$ cat src/rtl/rp_sig_pkg.sv
package rp_sig_pkg;

    localparam int REG_W   = 32;
    localparam int NUM_CLS = 3;

    // Error class index, matching control bit positions 0..2.
    typedef enum int {
        CLS_COR = 0,
        CLS_NF  = 1,
        CLS_FAT = 2
    } err_cls_e;

    // Classes that skip the command-register SERR gate.
    localparam logic [NUM_CLS-1:0] SERR_BYPASS = 3'b001;

    localparam int PME_EN_BIT = 3;
    localparam int CTRL_BITS  = 4;

    typedef struct packed {
        logic               pme_en;
        logic [NUM_CLS-1:0] err_en;
    } ctrl_t;

    function automatic ctrl_t ctrl_from_word(input logic [REG_W-1:0] w);
        ctrl_t c;
        c.pme_en = w[PME_EN_BIT];
        c.err_en = w[NUM_CLS-1:0];
        return c;
    endfunction

    function automatic logic [REG_W-1:0] ctrl_to_word(input ctrl_t c);
        logic [REG_W-1:0] w;
        w = '0;
        w[CTRL_BITS-1:0] = c;
        return w;
    endfunction

endpackage

$ cat src/rtl/rp_ctrl_reg.sv
module rp_ctrl_reg
    import rp_sig_pkg::*;
#(
    parameter int              ADDR_W   = 8,
    parameter logic [ADDR_W-1:0] CTRL_OFS = 8'h10
) (
    input  logic              clk,
    input  logic              rst,
    input  logic              wr_en,
    input  logic [ADDR_W-1:0] addr,
    input  logic [REG_W-1:0]  wdata,
    output ctrl_t             ctrl_q,
    output logic              pme_en_rise
);

    ctrl_t ctrl_d;
    logic  hit;

    assign hit = wr_en && (addr == CTRL_OFS);

    always_comb begin
        ctrl_d = ctrl_q;
        if (hit) begin
            ctrl_d = ctrl_from_word(wdata);
        end
    end

    // Enable goes 0 -> 1 at the coming edge.
    assign pme_en_rise = ctrl_d.pme_en && !ctrl_q.pme_en;

    always_ff @(posedge clk) begin
        if (rst) begin
            ctrl_q <= '0;
        end else begin
            ctrl_q <= ctrl_d;
        end
    end

endmodule

$ cat src/rtl/rp_pme_tracker.sv
module rp_pme_tracker
    import rp_sig_pkg::*;
#(
    parameter int              ADDR_W   = 8,
    parameter logic [ADDR_W-1:0] STAT_OFS = 8'h14
) (
    input  logic              clk,
    input  logic              rst,
    input  logic              wr_en,
    input  logic [ADDR_W-1:0] addr,
    input  logic [REG_W-1:0]  wdata,
    input  logic              msg_pme,
    input  logic              pme_en,
    input  logic              pme_en_rise,
    output logic              pme_stat,
    output logic              pme_irq
);

    logic clr;
    logic stat_d;
    logic irq_d;

    assign clr = wr_en && (addr == STAT_OFS) && wdata[0];

    always_comb begin
        stat_d = pme_stat;
        if (clr) begin
            stat_d = 1'b0;
        end
        if (msg_pme) begin
            stat_d = 1'b1;
        end
    end

    assign irq_d = (msg_pme && pme_en) || (pme_en_rise && (pme_stat || msg_pme));

    always_ff @(posedge clk) begin
        if (rst) begin
            pme_stat <= 1'b0;
            pme_irq  <= 1'b0;
        end else begin
            pme_stat <= stat_d;
            pme_irq  <= irq_d;
        end
    end

endmodule

$ cat src/rtl/rp_err_gate.sv
module rp_err_gate
    import rp_sig_pkg::*;
(
    input  logic               clk,
    input  logic               rst,
    input  logic [NUM_CLS-1:0] msg,
    input  logic [NUM_CLS-1:0] err_en,
    input  logic               serr_en,
    output logic               sys_err
);

    logic [NUM_CLS-1:0] hit;

    for (genvar i = 0; i < NUM_CLS; i++) begin : g_cls
        if (SERR_BYPASS[i]) begin : g_bypass
            assign hit[i] = msg[i] && err_en[i];
        end else begin : g_gated
            assign hit[i] = msg[i] && err_en[i] && serr_en;
        end
    end

    always_ff @(posedge clk) begin
        if (rst) begin
            sys_err <= 1'b0;
        end else begin
            sys_err <= |hit;
        end
    end

endmodule

$ cat src/rtl/rp_err_pme_sig.sv
module rp_err_pme_sig
    import rp_sig_pkg::*;
#(
    parameter int              ADDR_W   = 8,
    parameter logic [ADDR_W-1:0] CTRL_OFS = 8'h10,
    parameter logic [ADDR_W-1:0] STAT_OFS = 8'h14
) (
    input  logic              clk,
    input  logic              rst,
    input  logic              cfg_wr_en,
    input  logic [ADDR_W-1:0] cfg_addr,
    input  logic [31:0]       cfg_wdata,
    output logic [31:0]       cfg_rdata,
    input  logic              msg_cor,
    input  logic              msg_nonfatal,
    input  logic              msg_fatal,
    input  logic              msg_pme,
    input  logic              serr_en,
    output logic              sys_err,
    output logic              pme_irq
);

    ctrl_t              ctrl_q;
    logic               pme_en_rise;
    logic               pme_stat;
    logic [NUM_CLS-1:0] msg_vec;

    rp_ctrl_reg #(
        .ADDR_W   (ADDR_W),
        .CTRL_OFS (CTRL_OFS)
    ) u_ctrl (
        .clk         (clk),
        .rst         (rst),
        .wr_en       (cfg_wr_en),
        .addr        (cfg_addr),
        .wdata       (cfg_wdata),
        .ctrl_q      (ctrl_q),
        .pme_en_rise (pme_en_rise)
    );

    rp_pme_tracker #(
        .ADDR_W   (ADDR_W),
        .STAT_OFS (STAT_OFS)
    ) u_pme (
        .clk         (clk),
        .rst         (rst),
        .wr_en       (cfg_wr_en),
        .addr        (cfg_addr),
        .wdata       (cfg_wdata),
        .msg_pme     (msg_pme),
        .pme_en      (ctrl_q.pme_en),
        .pme_en_rise (pme_en_rise),
        .pme_stat    (pme_stat),
        .pme_irq     (pme_irq)
    );

    always_comb begin
        msg_vec          = '0;
        msg_vec[CLS_COR] = msg_cor;
        msg_vec[CLS_NF]  = msg_nonfatal;
        msg_vec[CLS_FAT] = msg_fatal;
    end

    rp_err_gate u_err (
        .clk     (clk),
        .rst     (rst),
        .msg     (msg_vec),
        .err_en  (ctrl_q.err_en),
        .serr_en (serr_en),
        .sys_err (sys_err)
    );

    always_comb begin
        cfg_rdata = '0;
        if (cfg_addr == CTRL_OFS) begin
            cfg_rdata = ctrl_to_word(ctrl_q);
        end else if (cfg_addr == STAT_OFS) begin
            cfg_rdata[0] = pme_stat;
        end
    end

endmodule

$ cat config.mk
export PLATFORM = sky130hd
export DESIGN_NAME = rp_err_pme_sig
export DESIGN_NICKNAME = d
export VERILOG_FILES = /design/src/rtl/rp_sig_pkg.sv /design/src/rtl/rp_ctrl_reg.sv /design/src/rtl/rp_pme_tracker.sv /design/src/rtl/rp_err_gate.sv /design/src/rtl/rp_err_pme_sig.sv
export SDC_FILE = /design/constraint.sdc
export NUM_CORES = 1
export LEC_CHECK = 0
export CORE_MARGIN = 8
export CORE_UTILIZATION = 27
export CTS_CLUSTER_SIZE = 40
export DETAILED_ROUTE_END_ITERATION = 16
export GPL_TIMING_DRIVEN = 0
export PLACE_DENSITY = 0.83
export RECOVER_POWER = 25
export SLEW_MARGIN = 20
export SYNTH_ARGS = -nofsm -noshare
export SYNTH_HDL_FRONTEND = slang
export SYNTH_HIERARCHICAL = 1
export SYNTH_SLANG_ARGS = --single-unit
$ cat constraint.sdc
create_clock -name clk -period 3.4 [get_ports clk]
set_input_delay 0.68 -clock clk [delete_from_list [all_inputs] [get_ports clk]]
set_output_delay 0.68 -clock clk [all_outputs]
set_load 0.05 [all_outputs]
==> flow_metrics.py <==
metrics = {
    "logic_synthesis": {
        "flops_latches_synth": 7,
        "number_of_unique_standard_cell_types_used_by_synthesis": 23,
        "post-synth-top-area-cell": "sky130_fd_sc_hd__buf_4",
        "mappedNetlistArea_um2": 651,
        "synthesis.instances": 75,
        "ys_top_cells_by_area": "sky130_fd_sc_hd__buf_4, sky130_fd_sc_hd__dfxtp_1, sky130_fd_sc_hd__nand2b_1, sky130_fd_sc_hd__mux2i_1, sky130_fd_sc_hd__nor4b_2",
        "yosysWarnings": 6,
        "post_synth.cell_area_avg_um2": 8.67,
        "synth_seq_area_share_pct": 21.5,
        "synth_top_cell_area_share_pct": 32.3,
    },
    "setup_path": {
        "crit_path_end_kind": "primary output",
        "r2r_setup_slack_ns": 2.58,
        "worstSetupStartpoint": "cfg_addr[1]",
        "r2r-start": "u_ctrl/ctrl_q[3]",
        "worst-endpoint-required_ns": 2.72,
        "timing.critical_path.arrival_ns": 2.50,
        "worst-setup-path-type": "input pin to primary output",
        "worst-path-max-fanout": 4,
        "timing.rr.end": "u_pme/pme_irq",
        "start_kind": "input pin",
        "ff2ff_path_depth": 3,
    },
    "die": {
        "ioPinCount": 82,
        "die_area_mm2": 0.00424,
        "die_width_um": 65.1,
        "die_h_um": 65.1,
        "fp-row-count": 17,
        "initial_core_util_pct": 28.9,
        "coreArea_mm2": 0.00225,
    },
    "clocking": {
        "clock_tree.root_cell": "sky130_fd_sc_hd__clkbuf_4",
        "h-tree-depth": 1,
        "tritoncts_clock_tree": "done",
        "clock_tree.buffer_depth": 2,
        "cts-buffers-inserted": 3,
        "worst_skew_pair_latency_ns": 0.26,
        "cts-hold-fix-buffers": 0,
        "clock_pin_slew_of_the_registers_on_the_worst_case_setup_and_hold_paths_ns": 0.05,
        "cts_sinks": 7,
    },
    "detailed_routing": {
        "detail_route.wirelength_um": 1820,
        "vias_per_cell": 3.77,
        "iteration_count_of_the_initial_detailed_routing_pass": 2,
        "num_vias": 599,
        "drc": 0,
        "drt-wirelength-per-cell_um": 11.5,
        "detail-route-antenna-nets": 0,
        "drt_first_iter_violations": 2,
    },
    "cells_and_area": {
        "synthToLayoutAreaGrowth_pct": 62.7,
        "count_of_fill_cells_added_during_filler_insertion": 242,
        "multi_input_area_um2": 379,
        "final_net_count": 180,
        "final-seq-area_um2": 140,
        "antenna_cells": 0,
        "post_route_cells_drive_above_1_share_pct": 28.2,
        "most-common-layout-cells": "sky130_fd_sc_hd__buf_4, sky130_fd_sc_hd__conb_1, sky130_fd_sc_hd__clkdlybuf4s50_1",
        "final_core_utilization_pct": 46.9,
    },
    "sta": {
        "maxSlewHeadroom_pct": 66.0,
        "clock.fmax_mhz": 315,
        "period_share_pct": 93.4,
        "fin_worst_skew_ns": 0.00406,
        "final_max_slew_viol_count": 0,
        "setup_viol": 0,
        "timing_worst_slew_pin_value_ns": 0.508,
        "final.min_clock_period_ns": 3.18,
        "report.final.hold_viol_count": 0,
        "grt_setup_unrepaired": "false",
    },
    "power": {
        "total_leakage_power_nw": 0.505,
        "irDropWorstVdd_mv": 0.200,
        "p_total_mw": 0.294,
        "cellPowerDensity_mw_per_mm2": 278,
    },
    "global_route": {
        "grt-ovfl-total": 0,
        "largest_net_degree_at_the_start_of_global_routing": 12,
        "grtUsageTotal_pct": 8.61,
        "grt_pass1_wl_um": 2810,
        "grt_antenna_before_repair": 0,
        "first_global_vias": 619,
    },
    "placed_design": {
        "place_hpwl_um": 1610,
        "io_buffer_count": 25,
        "globalplace.congestion": 0.766,
    },
    "worst_hold_path": {
        "min-delay-path-class": "flip-flop to flip-flop",
        "whs_endpoint": "u_ctrl/ctrl_q[0]",
        "hold_start": "u_ctrl/ctrl_q[0]",
        "whs_path_depth": 2,
    },
    "run": {
        "max-cap-violations": 0,
    },
    "status": {
        "run_status": "completed",
    },
}
==> through the flow <==
stage	instance area (µm²)	hold WS [ns]	cells	setup TNS [ns]	setup WS [ns]
6_report	1060	0.505	159	0	0.224
5_1_grt	1060	0.537	159	0	0.139
4_1_cts	1060	0.504	159	0	0.205
3_5_place_dp	1040	0.497	155	-0.199	-0.0834
3_3_place_gp	1040	0.482	155	-0.128	-0.0450
2_1_floorplan	752	0.459	102	0	0.386
==> logic make-up after synthesis <==
group,Yosys count,synth area share [%]
flip-flops,7,21.5
multiplexers,5,7.69
other,1,0.576
AO/OA/AOI/OAI,5,6.15
AND/OR/NAND/NOR,25,28.3
buffers and inverters,32,35.8
==> cell type report <==
cell class              count  share of cell area [%]
well taps                  28                    3.31
flip-flops and latches      7                    13.2
multi-input cells          63                    35.8
repair buffers             25                    23.2
clock buffers               4                    2.48
plain buffers              29                    20.9
inverters                   3                    1.06
==> how the worst max path moves through the flow <==
stage	end	slack (ns)	cells past startpoint
3_3_place_gp	cfg_rdata[1]	-0.05	4
3_5_place_dp	cfg_rdata[1]	-0.08	4
5_1_grt	cfg_rdata[3]	0.14	4
2_1_floorplan	cfg_rdata[1]	0.39	2
4_1_cts	cfg_rdata[1]	0.20	4
6_report	cfg_rdata[1]	0.22	4
==> state kept, by name (all words and copies together) (netlist names) <==
name and count:
u_err/sys_err 1, u_pme/pme_irq 1, u_ctrl/ctrl_q 4, u_pme/pme_stat 1
==> repair_timing <==
item / 4_1_cts / 5_1_grt
gates resized for setup: 4 / 0
setup endpoints to repair: 4 / 0
setup buffers: 0 / 0
==> where the power goes <==
group / switching, mW / internal, mW / total [mW]
sequential: 0.000531 / 0.0831 / 0.0836
combinational: 0.0851 / 0.0476 / 0.133
clock: 0.0326 / 0.0449 / 0.0776
total: 0.118 / 0.176 / 0.294
==> cells in the mapped netlist <==
master and instances:
sky130_fd_sc_hd__buf_4 28, sky130_fd_sc_hd__nand2b_1 9, sky130_fd_sc_hd__dfxtp_1 7, sky130_fd_sc_hd__mux2i_1 5, sky130_fd_sc_hd__nor3_1 4, sky130_fd_sc_hd__inv_1 3, sky130_fd_sc_hd__nor2_1 2, sky130_fd_sc_hd__nor4b_2 2
sky130_fd_sc_hd__a21oi_1 1, sky130_fd_sc_hd__a22oi_2 1, sky130_fd_sc_hd__a41oi_1 1, sky130_fd_sc_hd__and3b_1 1, sky130_fd_sc_hd__and4b_1 1, sky130_fd_sc_hd__buf_6 1, sky130_fd_sc_hd__conb_1 1, sky130_fd_sc_hd__nand2_1 1
sky130_fd_sc_hd__nor3_2 1, sky130_fd_sc_hd__nor4bb_1 1, sky130_fd_sc_hd__o21bai_1 1, sky130_fd_sc_hd__o22ai_1 1, sky130_fd_sc_hd__or3_1 1, sky130_fd_sc_hd__or4_1 1, sky130_fd_sc_hd__or4b_4 1
==> per-layer routing <==
metal	track usage [%]	up-vias	wire, µm
met5	0	-	0
met4	3.81	0	41
met3	5.59	7	237
met2	15.9	37	893
met1	7.02	246	649
li1	-	309	-
==> critical path: stages <==
cell	delay, ns
sky130_fd_sc_hd__clkdlybuf4s50_1	0.48
sky130_fd_sc_hd__or4_1	0.61
sky130_fd_sc_hd__nor3_1	0.16
sky130_fd_sc_hd__dlygate4sd2_1	0.56
Power figures use the tool's default switching activity.
